[src/rtl/ljd_pkg.sv]
package ljd_pkg;

  // Fibonacci LFSR step, feedback from bits 15, 13, 12, 10.
  function automatic logic [15:0] lfsr_step(input logic [15:0] s);
    logic fb;
    fb = s[15] ^ s[13] ^ s[12] ^ s[10];
    return {s[14:0], fb};
  endfunction

  // Layer drawn for a port: field of selw bits at port*selw, folded to nlayer.
  function automatic int unsigned pick_layer(input logic [15:0] s, input int unsigned port,
                                             input int unsigned selw, input int unsigned nlayer);
    int unsigned field;
    field = 32'(s >> (port * selw)) & ((32'd1 << selw) - 32'd1);
    return field % nlayer;
  endfunction

  // Credit count after one cycle of sends and returns.
  function automatic int unsigned credit_next(input int unsigned cnt, input logic take,
                                               input logic give);
    return cnt - (take ? 32'd1 : 32'd0) + (give ? 32'd1 : 32'd0);
  endfunction

endpackage

[src/rtl/ljd_in_fifo.sv]
module ljd_in_fifo #(
  parameter int DW    = 16,
  parameter int DEPTH = 5
) (
  input  logic          clk,
  input  logic          rst_n,
  input  logic          push,
  input  logic [DW-1:0] din,
  input  logic          pop,
  output logic [DW-1:0] dout,
  output logic          nonempty
);
  localparam int AW = (DEPTH > 1) ? $clog2(DEPTH) : 1;
  localparam int CW = $clog2(DEPTH + 1);

  logic [DW-1:0] mem [DEPTH];
  logic [AW-1:0] rd_ptr, wr_ptr;
  logic [CW-1:0] cnt;

  function automatic logic [AW-1:0] wrap_inc(input logic [AW-1:0] a);
    return (a == AW'(DEPTH - 1)) ? '0 : a + 1'b1;
  endfunction

  always_ff @(posedge clk) begin
    if (push) mem[wr_ptr] <= din;
  end

  always_ff @(posedge clk) begin
    if (!rst_n) begin
      rd_ptr <= '0;
      wr_ptr <= '0;
      cnt    <= '0;
    end else begin
      if (push) wr_ptr <= wrap_inc(wr_ptr);
      if (pop)  rd_ptr <= wrap_inc(rd_ptr);
      case ({push, pop})
        2'b10:   cnt <= cnt + 1'b1;
        2'b01:   cnt <= cnt - 1'b1;
        default: cnt <= cnt;
      endcase
    end
  end

  assign dout     = mem[rd_ptr];
  assign nonempty = (cnt != '0);

  // upstream credits keep the buffer from overfilling
  assert_no_overflow_R7: assert property (@(posedge clk) disable iff (!rst_n)
    push |-> (cnt != CW'(DEPTH)));
  assert_pop_nonempty_R7: assert property (@(posedge clk) disable iff (!rst_n)
    pop |-> nonempty);

endmodule

[src/rtl/ljd_rr_arb.sv]
module ljd_rr_arb #(
  parameter int N = 4,
  localparam int IW = (N > 1) ? $clog2(N) : 1
) (
  input  logic          clk,
  input  logic          rst_n,
  input  logic [N-1:0]  req,
  output logic [N-1:0]  gnt,
  output logic          any,
  output logic [IW-1:0] idx
);
  logic [IW-1:0] ptr;

  always_comb begin
    gnt = '0;
    any = 1'b0;
    idx = '0;
    for (int i = 0; i < N; i++) begin
      int unsigned c;
      c = (32'(ptr) + 32'(i)) % 32'(N);
      if (!any && req[c]) begin
        any    = 1'b1;
        gnt[c] = 1'b1;
        idx    = IW'(c);
      end
    end
  end

  always_ff @(posedge clk) begin
    if (!rst_n) ptr <= '0;
    else if (any) ptr <= (idx == IW'(N - 1)) ? '0 : idx + 1'b1;
  end

  assert_arb_onehot_R6: assert property (@(posedge clk) disable iff (!rst_n)
    $onehot0(gnt));
  assert_arb_grant_requested_R6: assert property (@(posedge clk) disable iff (!rst_n)
    (gnt & ~req) == '0);

endmodule

[src/rtl/ljd_vc_credits.sv]
module ljd_vc_credits import ljd_pkg::*; #(
  parameter int NVC  = 2,
  parameter int INIT = 5,
  localparam int VCW = (NVC > 1) ? $clog2(NVC) : 1
) (
  input  logic           clk,
  input  logic           rst_n,
  input  logic           take,
  input  logic [VCW-1:0] take_vc,
  input  logic           give,
  input  logic [VCW-1:0] give_vc,
  output logic [NVC-1:0] avail
);
  localparam int CW = $clog2(INIT + 1);

  for (genvar v = 0; v < NVC; v++) begin : g_vc
    logic [CW-1:0] cnt;
    logic          take_v, give_v;

    assign take_v   = take && (take_vc == VCW'(v));
    assign give_v   = give && (give_vc == VCW'(v));
    assign avail[v] = (cnt != '0);

    always_ff @(posedge clk) begin
      if (!rst_n) cnt <= CW'(INIT);
      else        cnt <= CW'(credit_next(32'(cnt), take_v, give_v));
    end

    // never send without a credit, never hold more than the initial count
    assert_no_underflow_R3: assert property (@(posedge clk) disable iff (!rst_n)
      take_v |-> (cnt != '0));
    assert_no_overflow_R3: assert property (@(posedge clk) disable iff (!rst_n)
      give_v |-> ((cnt != CW'(INIT)) || take_v));
  end

endmodule

[src/rtl/layer_inject_demux.sv]
module layer_inject_demux import ljd_pkg::*; #(
  parameter int          NPORT      = 4,
  parameter int          NLAYER     = 4,
  parameter int          NVC        = 2,
  parameter int          DW         = 16,
  parameter int          BUF_DEPTH  = 5,
  parameter int          VC_CREDITS = 5,
  parameter int          PKT_FLITS  = 5,
  parameter logic [15:0] LFSR_SEED  = 16'hB5A3,
  localparam int         VCW        = (NVC > 1) ? $clog2(NVC) : 1
) (
  input  logic                          clk,
  input  logic                          rst_n,
  input  logic [NPORT-1:0]              in_valid,
  input  logic [NPORT-1:0][DW-1:0]      in_data,
  output logic [NPORT-1:0]              in_credit,
  output logic [NLAYER-1:0]             out_valid,
  output logic [NLAYER-1:0][DW-1:0]     out_data,
  output logic [NLAYER-1:0][VCW-1:0]    out_vc,
  output logic [NLAYER-1:0]             out_head,
  output logic [NLAYER-1:0]             out_tail,
  input  logic [NLAYER-1:0]             ret_valid,
  input  logic [NLAYER-1:0][VCW-1:0]    ret_vc
);
  localparam int LW  = (NLAYER > 1) ? $clog2(NLAYER) : 1;
  localparam int PW  = (NPORT > 1) ? $clog2(NPORT) : 1;
  localparam int FCW = (PKT_FLITS > 1) ? $clog2(PKT_FLITS) : 1;
  localparam int LCW = $clog2(NPORT + 1);

  // per-port state and events
  logic [NPORT-1:0][DW-1:0]  fifo_dout;
  logic [NPORT-1:0]          fifo_ne;
  logic [NPORT-1:0]          pgnt;
  logic [NPORT-1:0][FCW-1:0] fcnt;
  logic [NPORT-1:0][LW-1:0]  lock_layer;
  logic [NPORT-1:0][VCW-1:0] lock_vc;
  logic [NPORT-1:0]          is_head, is_tail, eligible;
  logic [NPORT-1:0][LW-1:0]  want_layer;
  logic [NPORT-1:0][VCW-1:0] want_vc;
  logic [NPORT-1:0][LCW-1:0] lose_cnt;

  // per-layer state and events
  logic [NLAYER-1:0][NVC-1:0]   avail;
  logic [NLAYER-1:0][NVC-1:0]   vc_busy;
  logic [NLAYER-1:0][NPORT-1:0] req, gnt;
  logic [NLAYER-1:0]            lsend, l_head, l_tail;
  logic [NLAYER-1:0][PW-1:0]    lidx;
  logic [NLAYER-1:0][VCW-1:0]   l_vc;

  logic [15:0] lfsr;

  // ---------------- input buffers ----------------
  for (genvar p = 0; p < NPORT; p++) begin : g_port
    ljd_in_fifo #(.DW(DW), .DEPTH(BUF_DEPTH)) u_fifo (
      .clk      (clk),
      .rst_n    (rst_n),
      .push     (in_valid[p]),
      .din      (in_data[p]),
      .pop      (pgnt[p]),
      .dout     (fifo_dout[p]),
      .nonempty (fifo_ne[p])
    );
  end

  // ---------------- random layer source ----------------
  always_ff @(posedge clk) begin
    if (!rst_n) lfsr <= LFSR_SEED;
    else        lfsr <= lfsr_step(lfsr);
  end

  // ---------------- route selection and VC allocation ----------------
  always_comb begin
    for (int p = 0; p < NPORT; p++) begin
      logic found;
      found         = 1'b0;
      is_head[p]    = (fcnt[p] == '0);
      is_tail[p]    = (fcnt[p] == FCW'(PKT_FLITS - 1));
      want_layer[p] = '0;
      want_vc[p]    = '0;
      if (is_head[p]) begin
        want_layer[p] = LW'(pick_layer(lfsr, 32'(p), 32'(LW), 32'(NLAYER)));
        for (int v = 0; v < NVC; v++) begin
          if (!found && !vc_busy[want_layer[p]][v] && avail[want_layer[p]][v]) begin
            found      = 1'b1;
            want_vc[p] = VCW'(v);
          end
        end
        eligible[p] = fifo_ne[p] && found;
      end else begin
        want_layer[p] = lock_layer[p];
        want_vc[p]    = lock_vc[p];
        eligible[p]   = fifo_ne[p] && avail[lock_layer[p]][lock_vc[p]];
      end
    end
  end

  always_comb begin
    for (int l = 0; l < NLAYER; l++)
      for (int p = 0; p < NPORT; p++)
        req[l][p] = eligible[p] && (want_layer[p] == LW'(l));
  end

  // ---------------- switch arbitration and credits per layer ----------------
  for (genvar l = 0; l < NLAYER; l++) begin : g_layer
    ljd_rr_arb #(.N(NPORT)) u_arb (
      .clk   (clk),
      .rst_n (rst_n),
      .req   (req[l]),
      .gnt   (gnt[l]),
      .any   (lsend[l]),
      .idx   (lidx[l])
    );

    ljd_vc_credits #(.NVC(NVC), .INIT(VC_CREDITS)) u_cred (
      .clk     (clk),
      .rst_n   (rst_n),
      .take    (lsend[l]),
      .take_vc (l_vc[l]),
      .give    (ret_valid[l]),
      .give_vc (ret_vc[l]),
      .avail   (avail[l])
    );

    assign l_vc[l]   = want_vc[lidx[l]];
    assign l_head[l] = is_head[lidx[l]];
    assign l_tail[l] = is_tail[lidx[l]];

    // a head only claims a VC that no packet holds
    assert_head_vc_free_R4: assert property (@(posedge clk) disable iff (!rst_n)
      (lsend[l] && l_head[l]) |-> !vc_busy[l][l_vc[l]]);
  end

  always_comb begin
    for (int p = 0; p < NPORT; p++) begin
      pgnt[p] = 1'b0;
      for (int l = 0; l < NLAYER; l++) pgnt[p] = pgnt[p] | gnt[l][p];
    end
  end

  // ---------------- flit counters and packet lock ----------------
  always_ff @(posedge clk) begin
    if (!rst_n) begin
      fcnt       <= '0;
      lock_layer <= '0;
      lock_vc    <= '0;
    end else begin
      for (int p = 0; p < NPORT; p++) begin
        if (pgnt[p]) begin
          fcnt[p] <= is_tail[p] ? '0 : fcnt[p] + 1'b1;
          if (is_head[p]) begin
            lock_layer[p] <= want_layer[p];
            lock_vc[p]    <= want_vc[p];
          end
        end
      end
    end
  end

  always_ff @(posedge clk) begin
    if (!rst_n) begin
      vc_busy <= '0;
    end else begin
      for (int l = 0; l < NLAYER; l++) begin
        for (int v = 0; v < NVC; v++) begin
          if (lsend[l] && (l_vc[l] == VCW'(v))) begin
            if (l_tail[l])      vc_busy[l][v] <= 1'b0;
            else if (l_head[l]) vc_busy[l][v] <= 1'b1;
          end
        end
      end
    end
  end

  // ---------------- registered outputs ----------------
  always_ff @(posedge clk) begin
    if (!rst_n) begin
      out_valid <= '0;
      out_data  <= '0;
      out_vc    <= '0;
      out_head  <= '0;
      out_tail  <= '0;
      in_credit <= '0;
    end else begin
      in_credit <= pgnt;
      for (int l = 0; l < NLAYER; l++) begin
        out_valid[l] <= lsend[l];
        out_data[l]  <= fifo_dout[lidx[l]];
        out_vc[l]    <= l_vc[l];
        out_head[l]  <= lsend[l] && l_head[l];
        out_tail[l]  <= lsend[l] && l_tail[l];
      end
    end
  end

  // ---------------- fairness watch ----------------
  for (genvar p = 0; p < NPORT; p++) begin : g_watch
    always_ff @(posedge clk) begin
      if (!rst_n)                                   lose_cnt[p] <= '0;
      else if (!is_head[p] && eligible[p] && !pgnt[p]) lose_cnt[p] <= lose_cnt[p] + 1'b1;
      else                                          lose_cnt[p] <= '0;
    end

    assert_locked_wait_bound_R6: assert property (@(posedge clk) disable iff (!rst_n)
      lose_cnt[p] < LCW'(NPORT));
    // body flits follow the layer latched on the head
    assert_body_stays_on_layer_R2: assert property (@(posedge clk) disable iff (!rst_n)
      (pgnt[p] && !is_head[p]) |-> gnt[lock_layer[p]][p]);
  end

  assert_lfsr_nonzero_R5: assert property (@(posedge clk) disable iff (!rst_n)
    lfsr != 16'h0000);

endmodule

[config.mk]
export PLATFORM = sky130hd
export DESIGN_NAME = layer_inject_demux
export DESIGN_NICKNAME = d
export VERILOG_FILES = /design/src/rtl/ljd_pkg.sv /design/src/rtl/ljd_in_fifo.sv /design/src/rtl/ljd_rr_arb.sv /design/src/rtl/ljd_vc_credits.sv /design/src/rtl/layer_inject_demux.sv
export SDC_FILE = /design/constraint.sdc
export NUM_CORES = 1
export LEC_CHECK = 0
export CAP_MARGIN = 10
export CORE_ASPECT_RATIO = 0.7
export CORE_MARGIN = 3
export CORE_UTILIZATION = 25
export CTS_CLUSTER_SIZE = 14
export DETAILED_ROUTE_END_ITERATION = 16
export HOLD_SLACK_MARGIN = 0.15
export PLACE_DENSITY = 0.43
export SETUP_SLACK_MARGIN = 0.2
export SLEW_MARGIN = 20
export SYNTH_ARGS = -nofsm -noshare
export SYNTH_HDL_FRONTEND = slang
export SYNTH_SLANG_ARGS = --single-unit
[constraint.sdc]
create_clock -name clk -period 8.66 [get_ports clk]
set_clock_uncertainty 0.1 [all_clocks]
set_input_delay 1.732 -clock clk [delete_from_list [all_inputs] [get_ports clk]]
set_output_delay 1.732 -clock clk [all_outputs]
set_load 0.02 [all_outputs]
==> flow_metrics.py <==
metrics = {
    "worst_setup_path": {
        "start_kind": "flip-flop",
        "arrival_ns": 7.25,
        "path_class": "flip-flop to flip-flop",
        "worstPathRequired_ns": 9.06,
        "ff2ff_path_depth": 21,
        "cp-end-kind": "flip-flop",
        "cp_max_fo": 18,
    },
    "routing": {
        "avgViaCountPerCell": 4.79,
        "top_layer_used": "met4",
        "drt-met1-wl_um": 38400,
        "wl_met3_um": 4860,
        "wl_um": 81400,
        "avgRoutedWirePerCell_um": 22.3,
        "dr.pass1.iters": 7,
        "drt_iter0_drc": 1359,
        "dr_wl_met2_um": 36300,
        "routed-via-count": 17500,
        "drtAntennaViolNets": 0,
        "drc": 0,
    },
    "global_route": {
        "grt_max_degree": 87,
        "grt_pass1_vias": 17400,
        "grtUsageTotal": 0.148,
        "gr-total-overflow": 0,
        "grt_pass1_wl_um": 119000,
        "antenna_found_initial": 7,
    },
    "synthesis": {
        "yosysUniqueCellTypes": 97,
        "syn_nets": 2271,
        "synth.most_common_cell": "edfxtp_1",
        "synth_edf_count": 320,
        "ys_ff_latch": 532,
        "yosys_warnings": 0,
        "synth_top_cells_by_area": "edfxtp_1 37%, dfxtp_1 16%, mux2i_1 7.8%",
        "syn_inst": 2117,
        "seq_area_frac_synth": 0.537,
        "syn_avg_cell_area_um2": 12.2,
        "async_reset_ff_frac": 0,
        "yosys-top-cells-count": "320 x edfxtp_1, 212 x dfxtp_1, 202 x mux2i_1",
        "netlist.top_cell.by_area": "edfxtp_1",
        "yosys.area.top_type_share": 0.372,
        "synth_flop_cell": "edfxtp_1",
        "synth.cell_area_um2": 25800,
    },
    "clocking": {
        "cts_resized": 0,
        "root_buffer": "clkbuf_16",
        "post_cts_buffers": 0,
        "hold_buffers": 0,
        "cts_tree": "built",
        "ctsHtreeMaxLevel": 2,
        "clk_pin_slew_ns": 0.06,
        "cts_sinks": 532,
        "clk_latency_ns": 0.64,
        "numCtsBuffers": 56,
        "cts.path.max_buffers": 3,
    },
    "finish": {
        "num-nets-final": 2417,
        "utilization": 0.307,
        "syn2layout_area_growth_pct": 20.3,
        "drive_gt1_frac": 0.129,
    },
    "floorplanning": {
        "core_area_um2": 101000,
        "initial_core_util": 0.255,
        "die_height_um": 275,
        "die_x_um": 390,
        "die_area_um2": 107000,
        "placementRows": 97,
        "ios": 162,
    },
    "power": {
        "power_leakage_uw": 0.0109,
        "internal_power_uw": 6780,
        "netSwitchingPower_uw": 5280,
        "finalPower_uw": 12100,
        "combPwrFrac": 0.503,
        "clockPowerShare": 0.211,
        "swShare": 0.438,
        "ir_drop_mv": 0.274,
        "p_seq_frac": 0.285,
        "power_density_nw_per_um2": 388,
    },
    "sta": {
        "setup-violations-final": 0,
        "clock.fmax_ghz": 0.146,
        "holdWs_ns": 0.312,
        "hold_viol_final": 0,
        "rsz0062_at_grt": "false",
        "finalCritPeriodShare": 0.791,
        "drv_slew": 0,
        "finalSetupTns_ns": 0,
        "min_period_ns": 6.85,
        "max_slew.worst_pin.slew_ns": 1.21,
        "max_slew_margin": 0.187,
    },
    "worst_hold_path": {
        "hold_class": "flip-flop to flip-flop",
        "holdPathStages": 1,
    },
    "placement": {
        "port_buffers": 161,
        "gp_congestion": 0.897,
        "hpwl_um": 57900,
    },
    "job": {
        "max_cap_violations": 0,
    },
    "status": {
        "status": "complete, no violations",
    },
}
==> power by group through the flow <==
| stage | logic (µW) | clock network [µW] | registers, µW |
|---|---|---|---|
| after floorplan | 3900 | 0 | 3460 |
| after global placement | 6020 | 0 | 3490 |
| after detailed placement | 6050 | 0 | 3490 |
| after CTS | 6090 | 2640 | 3450 |
| after global routing | 6610 | 2740 | 3490 |
| final | 6070 | 2550 | 3440 |
==> path summary, 6_finish.rpt <==
check / endpoint / slack (ns) / startpoint
min reg2reg: lfsr[10]$_SDFF_PN1_ / 0.31 / lfsr[9]$_SDFF_PN0_
max reg2reg: g_layer[2].u_cred.g_vc[1].cnt[2]$_SDFF_PN1_ / 1.81 / fcnt[6]$_SDFFE_PN0N_
min: lfsr[10]$_SDFF_PN1_ / 0.31 / lfsr[9]$_SDFF_PN0_
max: g_layer[2].u_cred.g_vc[1].cnt[2]$_SDFF_PN1_ / 1.81 / fcnt[6]$_SDFFE_PN0N_
==> through the flow <==
step / cells / worst slack, ns / area [µm²]
2_1_floorplan: 2117 / 3.70 / 25800
3_3_place_gp: 3541 / 2.22 / 29100
3_5_place_dp: 3541 / 1.97 / 29100
4_1_cts: 3647 / 1.93 / 31000
5_1_grt: 3649 / 1.35 / 31100
6_report: 3650 / 1.81 / 31100
==> area by class of cell <==
type	count	area [µm²]
fill	10200	70200
sequential	532	13900
multi-input combinational	1358	11200
timing repair buffer	199	1900
tap	1336	1670
clock buffer	78	1580
inverter	116	435
clock inverter	28	374
antenna	3	7.51
==> cell families after synthesis <==
| kind of cell | share of synthesized area |
|---|---|
| buffers and inverters | 0.0356 |
| AO/OA/AOI/OAI | 0.103 |
| adder cells (fa/ha/maj) | 0.0403 |
| AND/OR/NAND/NOR | 0.127 |
| multiplexers | 0.146 |
| XOR/XNOR | 0.0115 |
| flip-flops | 0.537 |
==> layout by cell type (no fill, tap or decap), types with 9 or more instances in the layout <==
cell and count:
a211oi_1 46, clkbuf_16 57, nand2_1 122, mux2_2 14, dfxtp_1 211, nor3_1 37
nor4_2 16, a21oi_1 58, buf_4 38, inv_1 110, nand2b_1 31, o2111ai_1 14
o221a_2 12, fa_1 12, nand3_1 28, a31oi_1 11, xnor2_1 27, o21ai_0 57
and2_1 47, nor2_1 96, a22oi_1 14, clkdlybuf4s50_1 160, ha_1 64, edfxtp_1 320
a21boi_0 28, or3_1 16, clkbuf_1 14, mux4_2 67, nor4_1 21, nor2b_1 122
mux2i_1 202, o31ai_1 9
==> critical path, stage by stage (launching register included) <==
cell and delay (ns):
dfxtp_1 0.33, inv_1 0.06, ha_1 0.20, nor2b_1 0.78, nor3_1 0.10, a222oi_1 0.86, o2111a_2 0.48, nor3_1 0.12
a221oi_4 0.48, a21oi_2 0.19, mux2i_4 0.65, mux2_4 0.36, a21o_1 0.24, o21ai_1 0.31, inv_1 0.10, ha_1 0.29
inv_1 0.04, ha_1 0.21, fa_1 0.41, xnor2_1 0.19, xnor2_1 0.14, nand2_1 0.07
==> routing by layer <==
metal / up-vias / track usage
li1: 8188 / -
met1: 8706 / 0.208
met2: 478 / 0.231
met3: 97 / 0.0321
met4: 0 / 0.0396
met5: - / 0
==> state kept, by name, summed over array words and instances (netlist names), named ones only <==
name,flops
g_port.u_fifo.mem,320
out_data,64
g_layer.u_cred.g_vc.cnt,24
lfsr,16
fcnt,12
g_port.u_fifo.cnt,12
g_port.u_fifo.rd_ptr,12
g_port.u_fifo.wr_ptr,12
g_layer.u_arb.ptr,8
lock_layer,8
vc_busy,8
in_credit,4
lock_vc,4
out_head,4
out_tail,4
out_valid,4
out_vc,4
Note: power is estimated with default switching activity, not from simulation.
